## src/rtl/irq_w1c_pkg.sv

```systemverilog
package irq_w1c_pkg;

  typedef enum logic [1:0] {
    REG_STATUS = 2'd0,
    REG_ENSET  = 2'd1,
    REG_ENCLR  = 2'd2,
    REG_NONE   = 2'd3
  } reg_sel_e;

  // implemented event positions: bits 0..6 and 30
  localparam logic [31:0] DEF_EVT_BITS = 32'h4000_007F;
  localparam int          DEF_MASTER   = 31;

endpackage

```

## src/rtl/irq_rst_sync.sv

```systemverilog
module irq_rst_sync (
  input  logic clk,
  input  logic rst_n,
  output logic rst_q_n
);

  logic [1:0] sync_q;

  always_ff @(posedge clk or negedge rst_n) begin
    if (!rst_n) sync_q <= 2'b00;
    else        sync_q <= {sync_q[0], 1'b1};
  end

  assign rst_q_n = sync_q[1];

endmodule

```

## src/rtl/irq_status_reg.sv

```systemverilog
module irq_status_reg #(
  parameter int              DW   = 32,
  parameter logic [DW-1:0]   IMPL = '1
) (
  input  logic          clk,
  input  logic          rst_n,
  input  logic [DW-1:0] set_vec,
  input  logic [DW-1:0] clr_vec,
  output logic [DW-1:0] stat
);

  logic [DW-1:0] stat_q, stat_d, set_m, clr_m;
  logic          stat_en;

  always_comb begin
    set_m   = set_vec & IMPL;
    clr_m   = clr_vec & IMPL;
    stat_en = |(set_m | clr_m);
    // a set on the same edge as a clear wins
    stat_d  = set_m | (stat_q & ~clr_m);
  end

  always_ff @(posedge clk or negedge rst_n) begin
    if (!rst_n)       stat_q <= '0;
    else if (stat_en) stat_q <= stat_d;
  end

  assign stat = stat_q;

  a_r8_event_wins: assert property (@(posedge clk) disable iff (!rst_n)
    (|(set_vec & IMPL)) |=> ((stat & $past(set_vec & IMPL)) == $past(set_vec & IMPL)));

  a_r3_clear_takes: assert property (@(posedge clk) disable iff (!rst_n)
    (|(clr_vec & ~set_vec)) |=> ((stat & $past(clr_vec & ~set_vec)) == '0));

  a_r9_reserved_zero: assert property (@(posedge clk) disable iff (!rst_n)
    (stat & ~IMPL) == '0);

endmodule

```

## src/rtl/irq_mask_reg.sv

```systemverilog
module irq_mask_reg #(
  parameter int              DW   = 32,
  parameter logic [DW-1:0]   IMPL = '1
) (
  input  logic          clk,
  input  logic          rst_n,
  input  logic          set_wr,
  input  logic          clr_wr,
  input  logic [DW-1:0] wdata,
  output logic [DW-1:0] mask
);

  logic [DW-1:0] mask_q, mask_d, wd_m;
  logic          mask_en;

  always_comb begin
    wd_m    = wdata & IMPL;
    mask_en = set_wr | clr_wr;
    mask_d  = mask_q;
    if (set_wr) mask_d = mask_d | wd_m;
    if (clr_wr) mask_d = mask_d & ~wd_m;
  end

  always_ff @(posedge clk or negedge rst_n) begin
    if (!rst_n)       mask_q <= '0;
    else if (mask_en) mask_q <= mask_d;
  end

  assign mask = mask_q;

  a_r4_set_bits: assert property (@(posedge clk) disable iff (!rst_n)
    set_wr |=> ((mask & $past(wdata & IMPL)) == $past(wdata & IMPL)));

  a_r5_clear_bits: assert property (@(posedge clk) disable iff (!rst_n)
    clr_wr |=> ((mask & $past(wdata)) == '0));

  a_r4_zero_keeps: assert property (@(posedge clk) disable iff (!rst_n)
    set_wr |=> ((mask & $past(mask_q)) == $past(mask_q)));

endmodule

```

## src/rtl/irq_w1c_ctrl.sv

```systemverilog
module irq_w1c_ctrl
  import irq_w1c_pkg::*;
#(
  parameter int            DW       = 32,
  parameter logic [DW-1:0] EVT_BITS = DEF_EVT_BITS,
  parameter int            MASTER   = DEF_MASTER
) (
  input  logic          clk,
  input  logic          rst_n,
  input  logic [DW-1:0] evt_pulse,
  input  logic          bus_wr,
  input  logic [1:0]    bus_addr,
  input  logic [DW-1:0] bus_wdata,
  output logic [DW-1:0] bus_rdata,
  output logic          irq
);

  localparam logic [DW-1:0] MASTER_BIT = {{(DW-1){1'b0}}, 1'b1} << MASTER;
  localparam logic [DW-1:0] MASK_BITS  = EVT_BITS | MASTER_BIT;

  logic          rst_q_n;
  logic          wr_stat, wr_enset, wr_enclr;
  logic [DW-1:0] stat_clr, stat, mask;
  logic          any_hit;
  reg_sel_e      sel;

  irq_rst_sync u_rst (
    .clk     (clk),
    .rst_n   (rst_n),
    .rst_q_n (rst_q_n)
  );

  always_comb begin
    sel      = reg_sel_e'(bus_addr);
    wr_stat  = bus_wr && (sel == REG_STATUS);
    wr_enset = bus_wr && (sel == REG_ENSET);
    wr_enclr = bus_wr && (sel == REG_ENCLR);
    stat_clr = wr_stat ? bus_wdata : '0;
  end

  irq_status_reg #(.DW(DW), .IMPL(EVT_BITS)) u_stat (
    .clk     (clk),
    .rst_n   (rst_q_n),
    .set_vec (evt_pulse),
    .clr_vec (stat_clr),
    .stat    (stat)
  );

  irq_mask_reg #(.DW(DW), .IMPL(MASK_BITS)) u_mask (
    .clk    (clk),
    .rst_n  (rst_q_n),
    .set_wr (wr_enset),
    .clr_wr (wr_enclr),
    .wdata  (bus_wdata),
    .mask   (mask)
  );

  always_comb begin
    case (sel)
      REG_STATUS: bus_rdata = stat;
      REG_ENSET,
      REG_ENCLR:  bus_rdata = mask;
      default:    bus_rdata = '0;
    endcase
    any_hit = |(stat & mask & EVT_BITS);
    irq     = mask[MASTER] & any_hit;
  end

  a_r10_master_gate: assert property (@(posedge clk) disable iff (!rst_q_n)
    !mask[MASTER] |-> !irq);

  a_r7_needs_event: assert property (@(posedge clk) disable iff (!rst_q_n)
    irq |-> (stat != '0));

  a_r6_alias_read: assert property (@(posedge clk) disable iff (!rst_q_n)
    (sel == REG_ENCLR) |-> (bus_rdata == mask));

endmodule

```

## config.mk

```make
export PLATFORM = sky130hd
export DESIGN_NAME = irq_w1c_ctrl
export DESIGN_NICKNAME = d
export VERILOG_FILES = /design/src/rtl/irq_w1c_pkg.sv /design/src/rtl/irq_rst_sync.sv /design/src/rtl/irq_status_reg.sv /design/src/rtl/irq_mask_reg.sv /design/src/rtl/irq_w1c_ctrl.sv
export SDC_FILE = /design/constraint.sdc
export NUM_CORES = 1
export LEC_CHECK = 0
export BUFFER_PORTS_ARGS = -buffer_cell sky130_fd_sc_hd__clkbuf_2
export CORE_UTILIZATION = 40
export CTS_CLUSTER_DIAMETER = 100
export DETAILED_ROUTE_END_ITERATION = 12
export PLACE_DENSITY = 0.95
export RECOVER_POWER = 50
export SLEW_MARGIN = 40
export SYNTH_ARGS = -nofsm -noshare
export SYNTH_HDL_FRONTEND = slang
export SYNTH_SLANG_ARGS = --single-unit
```

## constraint.sdc

```tcl
create_clock -name clk -period 1.9 [get_ports clk]
set_input_delay 0.095 -clock clk [delete_from_list [all_inputs] [get_ports clk]]
set_output_delay 0.095 -clock clk [all_outputs]
set_load 0.01 [all_outputs]
```

After elaboration in Yosys (flattened, before gate mapping)
Cells that the tools add are included.
{ "totals": {"reg_bits": 66, "out_inout_bits": 33, "word_cells": 26} }
{ "classes": {"eq_ne": 2, "reduce_logical": 7, "muxes": 4, "bitwise": 10} }
{ "op_table": {"columns": ["operator", "count"], "rows": [
  ["32-bit bitwise AND", 2],
  ["32-bit 2-to-1 mux", 2],
  ["32-bit case mux with 2 select lines", 1],
  ["31-bit NOT with 32-bit output", 1],
  ["32-bit NOT", 1],
  ["31-bit by 32-bit bitwise OR with 32-bit output", 1],
  ["32-bit bitwise OR", 1],
  ["32-bit OR reduction", 1],
  ["31-bit bitwise AND", 1],
  ["31-bit 2-to-1 mux", 1],
  ["31-bit bitwise OR", 1],
  ["8-bit OR reduction", 1],
  ["1-bit logical AND", 3],
  ["2-bit by 1-bit equality test with 1-bit output, second input constant", 1],
  ["2-bit equality test, second input constant", 1],
  ["2-bit zero test", 1],
  ["2-bit OR reduction", 1],
  ["1-bit bitwise AND", 1],
  ["1-bit bitwise OR", 1]
]} }

Logic depth before layout (Yosys ltp)
{ "logic_depth": {"word_depth": 6, "mapped_depth": 6, "depth_no_buf": 4} }

Cells and area by module
From an unflattened synthesis, not the netlist that was laid out.
{ "unflattened": {"hier_cells": 231, "hier_area_um2": 1829.3} }
{ "by_module_without_submodules": {"columns": ["mod", "area_each_um2", "cells_per_inst", "n_inst"], "rows": [
  ["irq_w1c_ctrl", 793.3, 126, 1],
  ["irq_mask_reg", 508.0, 53, 1],
  ["irq_status_reg", 474.2, 49, 1],
  ["irq_rst_sync", 53.8, 3, 1]
]} }

Least setup slack after synthesis
No wires, ideal clock.
{ "synth_path": {"kind": "in2out", "startpoint": "in bus_addr[0]", "endpoint": "out bus_rdata[0]", "t_required_ns": 1.805, "cell_stages": 6, "path_buffers": 2, "slack_ns": 0.995, "arrival_time_ns": 0.810, "path_cell_list": "inv_1 ha_1 buf_4 buf_6 a22oi_1 nor2_1"} }
{ "synth_via": {"elab_chain_len": 3} }
{ "synth_lines": {"columns": ["element", "line", "source"], "rows": [
  ["start, declared", "irq_w1c_ctrl.sv:12", "input logic [1:0] bus_addr,"],
  ["2-bit by 1-bit equality test with 1-bit output / 2-bit equality test (equally long branches)", "irq_w1c_ctrl.sv:59", "case (sel)"],
  ["2-bit OR reduction", "irq_w1c_ctrl.sv:59", null],
  ["32-bit case mux with 2 select lines (*)", "irq_w1c_ctrl.sv:59", null],
  ["end, declared", "irq_w1c_ctrl.sv:14", "output logic [DW-1:0] bus_rdata,"]
]} }
Mark *: on every way between the ends. The rest lies on a longest branch, timed or not.

Worst setup path after layout
{ "layout_path": {"startpoint": "reg u_stat.stat_q[6] (netlist: u_stat.stat[6])", "endpoint": "out irq"} }
{ "layout_via": {"elab_chain_len": 3} }
{ "layout_lines": {"columns": ["element", "line", "source"], "rows": [
  ["start, declared", "irq_status_reg.sv:12", "logic [DW-1:0] stat_q, stat_d, set_m, clr_m;"],
  ["start signal, assigned", "irq_status_reg.sv:25", "else if (stat_en) stat_q <= stat_d;"],
  ["31-bit bitwise AND", "irq_w1c_ctrl.sv:65", "any_hit = |(stat & mask & EVT_BITS);"],
  ["8-bit OR reduction", "irq_w1c_ctrl.sv:65", null],
  ["1-bit bitwise AND", "irq_w1c_ctrl.sv:66", "irq = mask[MASTER] & any_hit;"],
  ["end, declared", "irq_w1c_ctrl.sv:15", "output logic irq"]
]} }
No other way between the ends.

==> metrics.csv <==
metric;value;unit
fin_skew;3.82;ps
syn_area;1160;um2
crit_type;reg -> out;
maxSlewHeadroom;0.551;
grtUsageTotal;0.156;
finalCritPeriodShare;0.719;
drc;0;
io_buffers;31;
cts_sinks;19;
antennaDiodeCount;0;
area_growth;19.7;%
drv_slew;0;
yosysSeqAreaShare;0.408;
power_frac_clock;0.211;
peakVddDrop;0.531;mV
vias_per_cell;4.96;
arrival;1270;ps
ys_types;18;
hold_class;in -> async;
antenna_found_initial;0;
cts_setup_buffers;0;
clock_path_buffers;2;
setup_violations;0;
rows;19;
crit_required;1800;ps
tns;0;ps
r2r_cells;2;
first_iter_violations;19;
p_leak;0.639;nW
syn_inst;116;
cap_violations;0;
drt_wl_total;2340;um
synth_top_cell_by_area;dfrtp_1;
clkLatencyLatePin;300;ps
start_util;0.422;
hpwl;1730;um
power_density;694;nW/um2
wl_per_cell;12.2;um
core;2760;um2
internal-power;0.657;mW
gp_congestion;0.752;
fmax;732;MHz
min_period;1370;ps
path_max_fanout;3;
yosys.area.top_type_share;0.408;
p_switching;0.310;mW
die_height;56.0;um
h-tree-depth;1;
grt_pass1_vias;893;
cts_tree;built;
placed_cells;169;
synthTopCellsByArea;dfrtp_1 41%, buf_4 16%, a22oi_1 7.7%;
grt_setup_unrepaired;no;
final_nets;234;
critPathCaptureType;primary output;
syn_area_per_cell;10.0;um2
worst_setup_path_start_kind;flop;
critPathLaunch;u_stat.stat[6];
cts_made_buffers;3;
timing_hold_violations_final;0;
grt_first_pass_wirelength;3810;um
dieArea;3130;um2
firstDrtPassIters;4;
cts_root_buf;clkbuf_4;
die_width;56.0;um
grt_max_degree;20;
clk_pin_slew;100;ps
via_count;947;
tightestPinTransition;674;ps
drive_gt1_frac;0.219;
power;0.968;mW
power_frac_comb;0.281;
ys_seq_elements;19;
p_seq_frac;0.509;
switching_share;0.321;
status;complete, no violations;
yosys_warnings;0;
io_pins;102;
grt_overflow;0;
fin_cells;191;
drtAntennaViolNets;0;
-- cell families (layout without fill, tap and decap cells) --
family / after synthesis / count (layout) / synth area share
compound gates: 39 / 39 / 0.250
other cells: 2 / 24 / 0.00645
simple gates: 18 / 18 / 0.0730
buf+inv: 34 / 56 / 0.219
flops: 19 / 19 / 0.408
fa+ha+maj: 4 / 4 / 0.0430
-- power groups by stage --
| stage | registers (mW) | clock network [mW] | logic [mW] |
|---|---|---|---|
| 4_1_cts | 0.492 | 0.212 | 0.276 |
| 5_1_grt | 0.500 | 0.225 | 0.306 |
| 6_report | 0.492 | 0.204 | 0.272 |
| 2_1_floorplan | 0.488 | 0 | 0.209 |
| 3_3_place_gp | 0.496 | 0 | 0.236 |
| 3_5_place_dp | 0.501 | 0 | 0.246 |
-- path summary, 6_finish.rpt --
check	end	slack [ps]
setup reg to reg	flop	1140
setup / recovery	irq	530
hold reg to reg	u_stat.stat[2]	280
min in group clk	flop	190
max in group asynchronous	u_stat.stat[6]	1190
hold / removal	u_rst.sync_q[0]	90
-- routing by layer --
metal / global-route usage / up-vias / wire [um]
met5: 0 / - / 0
met4: 0.0627 / 0 / 33
li1: - / 450 / -
met3: 0.0233 / 2 / 175
met2: 0.279 / 45 / 1270
met1: 0.186 / 450 / 858
-- what timing repair did --
action / in CTS / in global routing
gates resized for setup: 0 / 0
hold buffers: 18 / 0
endpoints found under the hold margin: 19 / 0
-- metrics by stage --
stage               hold WS (ps)   util  setup WS (ps)  instance area (um2)
global route                91.2  0.505            436                 1390
floorplan                   -201      -            995                 1250
global placement            -119  0.434            627                 1200
CTS                         89.5  0.509            526                 1400
detailed placement          -116  0.434            581                 1200
finish                      91.4  0.505            535                 1390
-- cells in the mapped netlist --
cell type / instances
a21o_1: 8
a21oi_2: 8
a22oi_1: 12
a31oi_1: 10
a41oi_1: 1
and2_1: 1
and2_4: 1
buf_1: 1
buf_2: 1
buf_4: 25
buf_6: 3
clkbuf_8: 1
conb_1: 2
dfrtp_1: 19
ha_1: 4
inv_1: 3
nand3_1: 8
nor2_1: 8
-- worst max-delay path: stages, from the launching register on --
cell and delay (ps):
dfrtp_1 420, a22oi_1 230, a41oi_1 160, clkbuf_2 160
-- layout make-up --
| class | instances | area (um2) |
|---|---|---|
| Sequential cell | 19 | 475 |
| Clock buffer | 4 | 26.3 |
| Multi-Input combinational cell | 85 | 517 |
| Fill cell | 277 | 1360 |
| Tap cell | 31 | 38.8 |
| Timing Repair Buffer | 49 | 325 |
| Inverter | 3 | 11.3 |
-- layout by cell type (no fill, tap or decap) --
master         instances
conb_1                24
clkbuf_2              23
dfrtp_1               19
dlygate4sd3_1         18
a22oi_1               12
a31oi_1               10
clkbuf_1               9
nor2_1                 8
nand3_1                8
a21o_1                 8
a21oi_2                8
ha_1                   4
inv_1                  3
clkbuf_4               3
and2_1                 1
a41oi_1                1
and2_4                 1
Note: power is estimated with default switching activity, not from simulation.
